[config.mk]
export PLATFORM = sky130hd
export DESIGN_NAME = gcd_engine
export DESIGN_NICKNAME = d
export VERILOG_FILES = /design/src/rtl/gcd_engine.sv
export SDC_FILE = /design/constraint.sdc
export NUM_CORES = 1
export LEC_CHECK = 0
export ABC_AREA = 1
export BUFFER_PORTS_ARGS = -buffer_cell sky130_fd_sc_hd__buf_2
export CELL_PAD_IN_SITES_DETAIL_PLACEMENT = 2
export CELL_PAD_IN_SITES_GLOBAL_PLACEMENT = 2
export CORE_ASPECT_RATIO = 1.5
export CORE_MARGIN = 5
export CORE_UTILIZATION = 30
export DETAILED_ROUTE_END_ITERATION = 10
export PLACE_DENSITY_LB_ADDON = 0.1
export SLEW_MARGIN = 5
export SYNTH_ARGS = -nofsm -noshare
export SYNTH_HDL_FRONTEND = slang
export SYNTH_SLANG_ARGS = --single-unit
[constraint.sdc]
create_clock -name clk -period 3.3 [get_ports clk]
set_input_delay 0.495 -clock clk [delete_from_list [all_inputs] [get_ports clk]]
set_output_delay 0.495 -clock clk [all_outputs]
set_load 0.05 [all_outputs]
[src/rtl/gcd_engine.sv]
module gcd_engine #(
  parameter int WIDTH = 16
) (
  input  logic             clk,
  input  logic             reset,
  input  logic [WIDTH-1:0] opa,
  input  logic [WIDTH-1:0] opb,
  input  logic             in_avail,
  output logic             in_idle,
  output logic [WIDTH-1:0] res_value,
  output logic             res_ready,
  input  logic             res_taken
);

  typedef enum logic [1:0] {S_LOAD, S_RUN, S_HOLD} state_t;
  typedef enum logic [1:0] {A_NEW, A_FROM_B, A_DIFF} a_sel_t;
  typedef enum logic       {B_NEW, B_FROM_A} b_sel_t;

  state_t           state, state_n;
  a_sel_t           a_sel;
  b_sel_t           b_sel;
  logic             a_en, b_en;
  logic [WIDTH-1:0] a_q, b_q, a_d, b_d, diff;
  logic             a_lt_b, b_zero;

  assign diff   = a_q - b_q;
  assign a_lt_b = a_q < b_q;
  assign b_zero = (b_q == '0);

  always_comb begin
    case (a_sel)
      A_NEW:    a_d = opa;
      A_FROM_B: a_d = b_q;
      default:  a_d = diff;
    endcase
    b_d = (b_sel == B_NEW) ? opb : a_q;
  end

  always_ff @(posedge clk) begin
    if (a_en) a_q <= a_d;
    if (b_en) b_q <= b_d;
  end

  always_comb begin
    state_n = state;
    a_sel   = A_NEW;
    b_sel   = B_NEW;
    a_en    = 1'b0;
    b_en    = 1'b0;
    case (state)
      S_LOAD: if (in_avail) begin
        a_en    = 1'b1;
        b_en    = 1'b1;
        state_n = S_RUN;
      end
      S_RUN: begin
        if (a_lt_b) begin
          a_sel = A_FROM_B;
          b_sel = B_FROM_A;
          a_en  = 1'b1;
          b_en  = 1'b1;
        end else if (!b_zero) begin
          a_sel = A_DIFF;
          a_en  = 1'b1;
        end else begin
          state_n = S_HOLD;
        end
      end
      S_HOLD: if (res_taken) state_n = S_LOAD;
      default: state_n = S_LOAD;
    endcase
  end

  always_ff @(posedge clk) begin
    if (reset) state <= S_LOAD;
    else       state <= state_n;
  end

  assign in_idle   = (state == S_LOAD);
  assign res_ready = (state == S_HOLD);
  assign res_value = a_q;

  a_r9_exclusive: assert property (@(posedge clk) disable iff (reset)
    !(in_idle && res_ready));

  a_r2_accept: assert property (@(posedge clk) disable iff (reset)
    in_idle && in_avail |=> !in_idle && !res_ready);

  a_r6_hold: assert property (@(posedge clk) disable iff (reset)
    res_ready && !res_taken |=> res_ready && $stable(res_value));

  a_r6_release: assert property (@(posedge clk) disable iff (reset)
    res_ready && res_taken |=> in_idle);

  a_r3_swap: assert property (@(posedge clk) disable iff (reset)
    !in_idle && !res_ready && a_lt_b |=> a_q == $past(b_q) && b_q == $past(a_q));

  a_r4_subtract: assert property (@(posedge clk) disable iff (reset)
    !in_idle && !res_ready && !a_lt_b && !b_zero |=>
      a_q + $past(b_q) == $past(a_q) && $stable(b_q));

  a_r5_finish: assert property (@(posedge clk) disable iff (reset)
    $rose(res_ready) |-> b_zero);

endmodule

---- Word-level counts from Yosys, hierarchy flattened ----
Cells that the tools add are included.
storage, ports and cells
  RAM bits ................................ 0
  flip-flop bits (word level) ............. 34
  input bits .............................. 36
  memory bits (read-only) ................. 0
  word-level logic and storage cells ...... 33
  latch bits .............................. 0
  memories kept ........................... 0
  output and inout bits ................... 18
operators by class
  $add $sub $neg .......................... 1
  shifts and indexed selects .............. 0
  magnitude comparators ................... 1
  eq/ne operators ......................... 7
  reduce and logical (&&, ||, !) cells .... 4
  multiply operators ...................... 0
  bitwise gates (word level) .............. 0
  div/mod/pow operators ................... 0
  multiplexer cells ....................... 17
operators with widths
  kind                                                                    count
  16-bit one-hot mux with 2 select lines                                  1
  16-bit logical NOT                                                      1
  16-bit less-than comparator                                             1
  16-bit 2-to-1 mux                                                       1
  16-bit subtractor                                                       1
  2-bit 2-to-1 mux                                                        7
  2-bit != test (second input constant)                                   3
  2-bit one-hot mux with 3 select lines                                   1
  1-bit 2-to-1 mux                                                        5
  2-bit by 1-bit equality test with 1-bit output (second input constant)  2
  2-bit logical NOT                                                       2
  1-bit one-hot mux with 2 select lines                                   2
  4-bit AND reduction                                                     1
  2-bit equality test (second input constant)                             1
  2-bit by 1-bit != test with 1-bit output (second input constant)        1

---- Logic depth before layout (Yosys ltp) ----
Gate-level depths: netlist of the first run.
  depth after elaboration ................. 6
  depth in mapped cells ................... 15
  mapped depth without buffers ............ 14

---- Worst setup path after synthesis of the first run ----
OpenSTA, ideal clock, no wires.
  path type ............................... reg2reg
  from .................................... register a_q[0] (netlist: res_value[0])
  to ...................................... register b_q[0] (enable)
  buffers on the path ..................... 1
  period minus slack after synthesis ...... 2,784 ps
  path slack .............................. 516 ps
  library setup time ...................... 362 ps
  required time ........................... 2,938 ps
  arrival ................................. 2,423 ps
  stages on the path, launching flop included .. 13
  path through ............................ edfxtp_1 inv_1 ha_1 fa_1 inv_1 nand2_1 nand2_1 nand3_1 nand2_2 nand2_2 nand3_2 buf_2 nand2_1
on the way
  longest elaborated chain between the ends .. 3
RTL lines
  element                                RTL line  RTL
  start: declaration                     23        logic [WIDTH-1:0] a_q, b_q, a_d, b_d, diff;
  start signal: assignment               40        if (a_en) a_q <= a_d;
  16-bit less-than comparator            27        assign a_lt_b = a_q < b_q;
  1-bit 2-to-1 mux                       57        if (a_lt_b) begin
  1-bit one-hot mux with 2 select lines  50        case (state)
  named net b_en                         22        logic a_en, b_en;
  end signal: assignment                 41        if (b_en) b_q <= b_d;
  end: declaration                       23
The timed path passes the listed nets, and every way through them passes these cells.
A chain may end at the register's enable or synchronous reset.

---- Final worst setup path of the first run ----
  from .................................... register b_q[0]
  to ...................................... register b_q[6] (enable)
on the way
  longest elaborated chain between the ends .. 3
RTL lines
  element                                RTL line
  16-bit less-than comparator            27
  1-bit 2-to-1 mux                       57
  1-bit one-hot mux with 2 select lines  50
  named net b_en                         22
The timed path passes the listed nets, and every way through them passes these cells.

==> results of run 1 <==
-- metrics by stage --
stage / utilization / cells / hold WS (ns)
after detailed placement: 0.346 / 577 / 0.565
after global routing: 0.361 / 585 / 0.390
final: 0.361 / 585 / 0.386
after global placement: 0.346 / 577 / 0.548
after floorplan: - / 416 / 0.537
after CTS: 0.361 / 585 / 0.376
-- routing by layer --
layer	global-route usage	routed length, microns	vias up
li1	-	-	1407
met1	0.234	4430	1337
met2	0.331	5110	37
met3	0.0315	275	7
met4	0.0454	108	0
met5	0	0	-
-- registers in the layout (all words and copies together), names as in the netlist --
register / count
state: 2
b_q: 16
res_value: 16
-- synthesized netlist by cell type (3+ instances only) --
master    count  area, sq um
a21oi_1      11         55.1
buf_2         3         15.0
buf_4         4         30.0
edfxtp_1     32          961
ha_1         16          200
inv_1        73          274
nand2_1     178          668
nand3_1      50          250
nand4_1       3         18.8
nor2_1       18         67.6
xor2_1        5         43.8
-- worst paths after layout --
check / from / endpoint / slack (ns) / depth (start not counted)
worst max-delay path: b_q[0] / b_q[6] / 0.69 / 10
worst min-delay path: reset / state[1] / 0.39 / 2
worst max register to register: b_q[0] / b_q[6] / 0.69 / 10
worst min register to register: b_q[8] / res_value[8] / 0.57 / 2
-- cell families (layout without fill, tap and decap cells) --
| kind of cell | count (synthesis) | after routing |
|---|---|---|
| adder cells (fa/ha/maj) | 17 | 17 |
| buffers and inverters | 82 | 139 |
| AND/OR/NAND/NOR | 261 | 261 |
| flip-flops | 34 | 34 |
| AO/OA/AOI/OAI | 15 | 15 |
| XOR/XNOR | 7 | 7 |
-- cell type report --
class / instances / area [sq um] / area share
clock buffers: 6 / 129 / 0.0390
clock inverters: 2 / 8.76 / 0.00265
inverters: 74 / 278 / 0.0841
multi-input cells: 300 / 1450 / 0.440
flip-flops and latches: 34 / 1000 / 0.303
well taps: 112 / 140 / 0.0424
repair buffers: 57 / 295 / 0.0894
-- worst max-delay path: stages (launching register included) --
cell and delay, ns:
edfxtp_1 0.42, ha_1 0.23, fa_1 0.40, inv_1 0.12
nand2_1 0.06, nand2_1 0.09, nand3_1 0.08, nand2_2 0.12
nand2_2 0.09, nand3_2 0.17, nand2_1 0.41
==> flow_summary.yaml, run 1 <==
sta:
  relSlewSlack: 0.585
  clock_skew_ns: 0.00364
  fin_ws_ns: 0.693
  max_slew.worst_pin.slew_ns: 0.621
  timing.final.crit_period_ns: 2.61
  slew_viol_final: 0
  fin_tns_setup_ns: 0
  period_share: 0.790
  grt_setup_unrepaired: "false"
  setup_viol: 0
  hold_violations: 0
  fmax_mhz: 384
global_routing:
  antenna_found_initial: 0
  grt_overflow: 0
  grtUsageTotal: 0.188
  grt_max_degree: 31
  grt_pass1_wl_microns: 16100
  grt_pass1_vias: 3148
cts:
  cts_root_buffer: "clkbuf_16"
  clk_pin_slew_ns: 0.05
  cts.path.max_buffers: 2
  cts_sinks: 34
  cts_max_level: 2
  postCtsHoldBufs: 0
  cts_setup_buffers: 0
  cts_tree: "done"
  ctsResizeCount: 0
  numCtsBuffers: 5
  worstSkewPairLatency_ns: 0.28
logic_synthesis:
  ys_ff_latch: 34
  synth_adder_area_share: 0.0790
  synthesis.nets: 469
  async_flop_share: 0
  synth_mux_area_frac: 0
  avgSynthCellArea_sq_um: 6.70
  synth_compound_area_frac: 0.0278
  syn_inst: 416
  yosys_warnings: 0
  ys_types: 27
  ys_seq_area_frac: 0.359
  synth-simple-area-share: 0.392
  synth_xor_area_frac: 0.0220
  synth_top_family_by_area: "simple AND/OR/NAND/NOR gates"
  ys.flop_type: "edfxtp_1"
  netlist_area_sq_um: 2790
  synth_edf_count: 32
placement:
  dp_hpwl_microns: 8380
  place_area_sq_um: 3170
  place_ws_ns: 0.657
  place_congestion: 0.801
  portBuffers: 53
critical_path:
  crit_type: "reg2reg"
  endpoint_kind: "flop"
  setup.worst_path.start_class: "flop"
  critical_path_peak_fanout: 16
  crit_arrival_ns: 2.50
  required_ns: 3.19
drt:
  first_iter_violations: 92
  antenna_left: 0
  dr.pass1.iters: 6
  vias_per_cell: 4.77
  wl_per_cell_microns: 17.0
  routed-via-count: 2788
  drc: 0
  wl_microns: 9930
layout:
  nets: 525
  antenna_cells: 0
  fin_area_sq_um: 3300
  area_growth_pct: 18.5
  layout_common_cells: "nand2_1, inv_1, buf_2"
  drive_gt1_frac: 0.150
  n_fill_cell: 1138
  layout_commonest_cell: "nand2_1"
worst_hold_path:
  hold_class: "in2reg"
floorplan:
  chipHeight_microns: 128
  rows: 43
  top_level_ports: 54
  core_region_area_sq_um: 9150
  initial_core_util: 0.305
  die_x_microns: 88.7
  die_area_sq_um: 11400
run:
  cap_violations: 0
status:
  status: "finished clean"
Power of run 1 is left out: the tool's default activity adds up to more than one toggle a clock period on the data nets, which glitch-free logic cannot reach.
==> run 2: changes to the inputs <==
==> constraint.sdc (replaced) <==
create_clock -name clk -period 2.5 [get_ports clk]
set_input_delay 0.375 -clock clk [delete_from_list [all_inputs] [get_ports clk]]
set_output_delay 0.375 -clock clk [all_outputs]
set_load 0.05 [all_outputs]
==> run 2 against run 1 <==
Count of clock-buffer cells in the layout decreased by 1. Register-to-register slack got worse by 0.49 ns. Sequential share of layout area decreased by 1.2 points. Worst hold slack got worse by 0.12 ns. Critical path depth unchanged. Wire length increased by 1.4%. Global-route usage decreased by 0.11 points. Flip-flop and latch count unchanged. Non-clock buffer count increased by 10. Maximum frequency increased by 14%. Setup slack got worse by 0.49 ns. First-iteration DRC count decreased by 22%. Critical endpoint is now res_value[10].
==> flow_summary.yaml, run 2 (synthesis gave the netlist of run 1 again) <==
critical_path:
  crit_top_cell: "nand2_1"
  endpoint_kind: "flop"
  crit_type: "reg2reg"
  crit_arrival_ns: 2.32
  cp_slowest_stage_delay_ns: 0.44
  required_ns: 2.52
  critical_path_peak_fanout: 21
  cp_slowest_cell: "edfxtp_1"
  crit_chain: "ha_1, nand2_1, inv_1, nand2_1, nand2_1, a21oi_1, nand3_4, buf_8, nand3_1, nand3_1"
  setup.worst_path.start_class: "flop"
cts:
  cts_sinks: 34
  cts.path.max_buffers: 2
  cts_max_level: 2
  worstSkewPairLatency_ns: 0.28
  clk_pin_slew_ns: 0.06
  numCtsBuffers: 5
  cts_root_buffer: "clkbuf_16"
  cts_tree: "done"
  postCtsHoldBufs: 0
sta:
  slew_viol_final: 0
  max_slew.worst_pin.slew_ns: 0.331
  fmax_mhz: 436
  relSlewSlack: 0.779
  grt_setup_unrepaired: "false"
  setup_viol: 0
  period_share: 0.918
  timing.final.crit_period_ns: 2.30
  clock_skew_ns: 0.00615
  hold_violations: 0
drt:
  dr.pass1.iters: 4
  first_iter_violations: 72
  vias_per_cell: 4.88
  routed-via-count: 2891
  wl_per_cell_microns: 17.0
  antenna_left: 0
  drc: 0
  wl_microns: 10100
layout:
  antenna_cells: 0
  n_fill_cell: 1162
  layout_common_cells: "nand2_1, inv_1, buf_2"
  stdcell_count: 593
  layout_commonest_cell: "nand2_1"
  nets: 535
  area_growth_pct: 23.5
  drive_gt1_frac: 0.175
status:
  status: "finished clean"
floorplan:
  rows: 43
  core_region_area_sq_um: 9150
  die_x_microns: 88.7
  chipHeight_microns: 128
  die_area_sq_um: 11400
  initial_core_util: 0.305
  top_level_ports: 54
global_routing:
  antenna_found_initial: 0
  grtUsageTotal: 0.187
  grt_max_degree: 31
  grt_pass1_wl_microns: 16200
  grt_overflow: 0
  grt_pass1_vias: 3179
placement:
  place_congestion: 0.791
  place_inst: 584
  portBuffers: 53
  dp_hpwl_microns: 8170
run:
  cap_violations: 0
worst_hold_path:
  hold_class: "in2reg"
==> run 2: changes by cell type in the layout (fill, tap and decap cells not counted), moves of 2 or more <==
cell,change
buf_12,+2
buf_4,+6
nand3_4,+2
buf_8,+2
==> run 2: final cells by class <==
cell class	count	area, sq um	area share
clock buffer	5	125	0.0363
inverter	74	278	0.0807
sequential	34	1000	0.291
clock inverter	1	3.75	0.00109
multi-input combinational	300	1490	0.431
timing repair buffer	67	410	0.119
tap	112	140	0.0407
==> run 2: path summary, 6_finish.rpt <==
check / slack (ns) / cells past startpoint / start / to
max: 0.20 / 10 / res_value[15] / res_value[10]
min: 0.27 / 2 / reset / state[1]
max reg2reg: 0.20 / 10 / res_value[15] / res_value[10]
min reg2reg: 0.56 / 3 / state[0] / state[1]
==> run 2: per-layer routing <==
layer / wire length (microns) / track usage / vias to the layer above
met3: 223 / 0.0212 / 7
li1: - / - / 1427
met5: 0 / 0 / -
met2: 5280 / 0.328 / 47
met1: 4420 / 0.239 / 1410
met4: 129 / 0.0480 / 0
==> run 2: stage by stage <==
stage,utilization,TNS (ns),cell area [sq um],hold WS [ns],setup slack (ns)
final,0.376,0,3440,0.267,0.205
after global routing,0.376,0,3440,0.265,0.00148
after CTS,0.371,-0.0122,3390,0.265,-0.00241
after detailed placement,0.354,0,3240,0.561,0.00721
after global placement,0.354,0,3240,0.544,0.0369
after floorplan,-,0,2810,0.444,0.00505
==> run 2: critical path: cells and delay by family (launching register included) <==
family | cells | cell delay [ns]
and+or+nand+nor | 6 | 0.69
DFF | 1 | 0.44
adders and majority gates | 1 | 0.40
buffers and inverters | 2 | 0.26
AOI/OAI and AO/OA | 1 | 0.25
==> run 2: what timing repair did <==
| action | 4_1_cts | 5_1_grt |
|---|---|---|
| pin swaps | 2 | 2 |
| endpoints found under the hold margin | 0 | 0 |
| gates resized for setup | 1 | 6 |
| buffers inserted | 1 | 2 |
| setup endpoints to repair | 6 | 65 |
Power of run 2 is left out for the same reason.
==> run 3: changes to the inputs <==
--- a/config.mk
+++ b/config.mk
@@ -11,7 +11,8 @@
 export CELL_PAD_IN_SITES_GLOBAL_PLACEMENT = 2
 export CORE_ASPECT_RATIO = 1.5
 export CORE_MARGIN = 5
-export CORE_UTILIZATION = 30
+export CORE_UTILIZATION = 31
+export CTS_BUF_LIST = sky130_fd_sc_hd__clkbuf_4 sky130_fd_sc_hd__clkbuf_8
 export DETAILED_ROUTE_END_ITERATION = 10
 export PLACE_DENSITY_LB_ADDON = 0.1
 export SLEW_MARGIN = 5
==> run 3 against run 2 <==
Maximum frequency fell by 1.7%. Register-to-register slack got worse by 0.04 ns. Cell count rose by 0.67%. Wire length rose by 2.8%. Flip-flop and latch count did not move. Design area fell by 0.11%. Die area fell by 2.9%.
==> flow_summary.yaml, run 3 (synthesis gave the netlist of run 1 again) <==
cts:
  worstSkewPairLatency_ns: 0.29
  clk_pin_slew_ns: 0.07
  numCtsBuffers: 5
  cts_max_level: 2
  cts_root_buffer: "clkbuf_8"
  cts_tree: "done"
  cts_sinks: 34
  cts.path.max_buffers: 2
sta:
  hold_slack_ns: 0.258
  fmax_mhz: 428
  grt_setup_unrepaired: "false"
  setup_viol: 0
  hold_violations: 0
  clock_skew_ns: 0.00469
  period_share: 0.934
  timing.final.crit_period_ns: 2.34
  relSlewSlack: 0.773
  slew_viol_final: 0
  max_slew.worst_pin.slew_ns: 0.340
status:
  status: "finished clean"
critical_path:
  required_ns: 2.54
  crit_top_cell: "nand2_1"
  cp.depth: 14
  crit_arrival_ns: 2.38
  critPathTopFamily: "adder cells"
  rr_worst_depth: 14
  setup.worst_path.start_class: "flop"
  cp_slowest_cell: "fa_1"
  endpoint_kind: "flop"
  crit_type: "reg2reg"
  cp_num_buf_inv: 4
  crit_chain: "inv_1, ha_1, fa_1, inv_2, nand2_1, nand2_1, nand3_1, nand2_2, nand2_2, inv_2, nor2_4, buf_8, nand2_1, nand3_1"
  critical_path_peak_fanout: 30
  cp_slowest_stage_delay_ns: 0.42
  r2r_slack_ns: 0.16
layout:
  layout_common_cells: "nand2_1, inv_1, buf_2"
  nets: 539
  antenna_cells: 0
  drive_gt1_frac: 0.189
  layout_commonest_cell: "nand2_1"
  area_growth_pct: 23.4
worst_hold_path:
  min_path_cells: 2
  hold_class: "in2reg"
floorplan:
  chipHeight_microns: 126
  top_level_ports: 54
  initial_core_util: 0.316
  core_region_area_sq_um: 8830
  die_area_sq_um: 11000
  rows: 42
  die_x_microns: 87.4
run:
  cap_violations: 0
drt:
  antenna_left: 0
  wl_microns: 10300
  first_iter_violations: 89
  dr.pass1.iters: 4
  wl_per_cell_microns: 17.3
  drc: 0
  vias_per_cell: 4.91
  routed-via-count: 2933
global_routing:
  grt_pass1_vias: 3279
  grt_pass1_wl_microns: 16700
  grtUsageTotal: 0.197
  antenna_found_initial: 0
  grt_overflow: 0
  grt_max_degree: 31
placement:
  dp_hpwl_microns: 8340
  portBuffers: 53
  place_congestion: 0.779
run 3: final timing paths:
path	startpoint	endpoint
hold reg to reg	state[0]	state[1]
hold / removal	reset	state[1]
setup / recovery	res_value[0]	res_value[15]
setup reg to reg	res_value[0]	res_value[15]
run 3: worst reg2reg max path, delay by kind of cell (launching register included):
kind	cells	cell delay (ns)
flops	1	0.37
fa+ha+maj	2	0.65
buf+inv	4	0.43
simple gates	8	0.64
run 3: metal layers:
layer | vias to the layer above | global-route usage | wire length, microns
li1 | 1437 | - | -
met4 | 0 | 0.0551 | 191
met2 | 49 | 0.362 | 5580
met1 | 1434 | 0.233 | 4220
met5 | - | 0 | 0
met3 | 13 | 0.0235 | 354
run 3: metrics by stage:
| step | cell area [sq um] | worst slack, ns | setup TNS, ns | util | instances |
|---|---|---|---|---|---|
| 3_3_place_gp | 3250 | 0.105 | 0 | 0.368 | 584 |
| 4_1_cts | 3370 | -0.00854 | -0.00950 | 0.382 | 593 |
| 6_report | 3440 | 0.164 | 0 | 0.390 | 597 |
| 2_1_floorplan | 2810 | 0.00505 | 0 | - | 416 |
| 3_5_place_dp | 3250 | -0.0222 | -0.0419 | 0.368 | 584 |
| 5_1_grt | 3440 | 0.00999 | 0 | 0.390 | 597 |
run 3: what timing repair did:
item,4_1_cts,5_1_grt
gates resized for setup,2,7
endpoints found under the setup margin,21,65
hold buffers,0,0
pin swaps,1,2
setup buffers,1,4
run 3: final cells by class:
| type | instances | area [sq um] |
|---|---|---|
| multi-input cells | 300 | 1490 |
| flip-flops and latches | 34 | 1000 |
| well taps | 110 | 138 |
| repair buffers | 71 | 445 |
| inverters | 74 | 278 |
| clock buffers | 8 | 91.3 |
| fillers | 1094 | 5390 |
Power of run 3 is left out for the same reason.
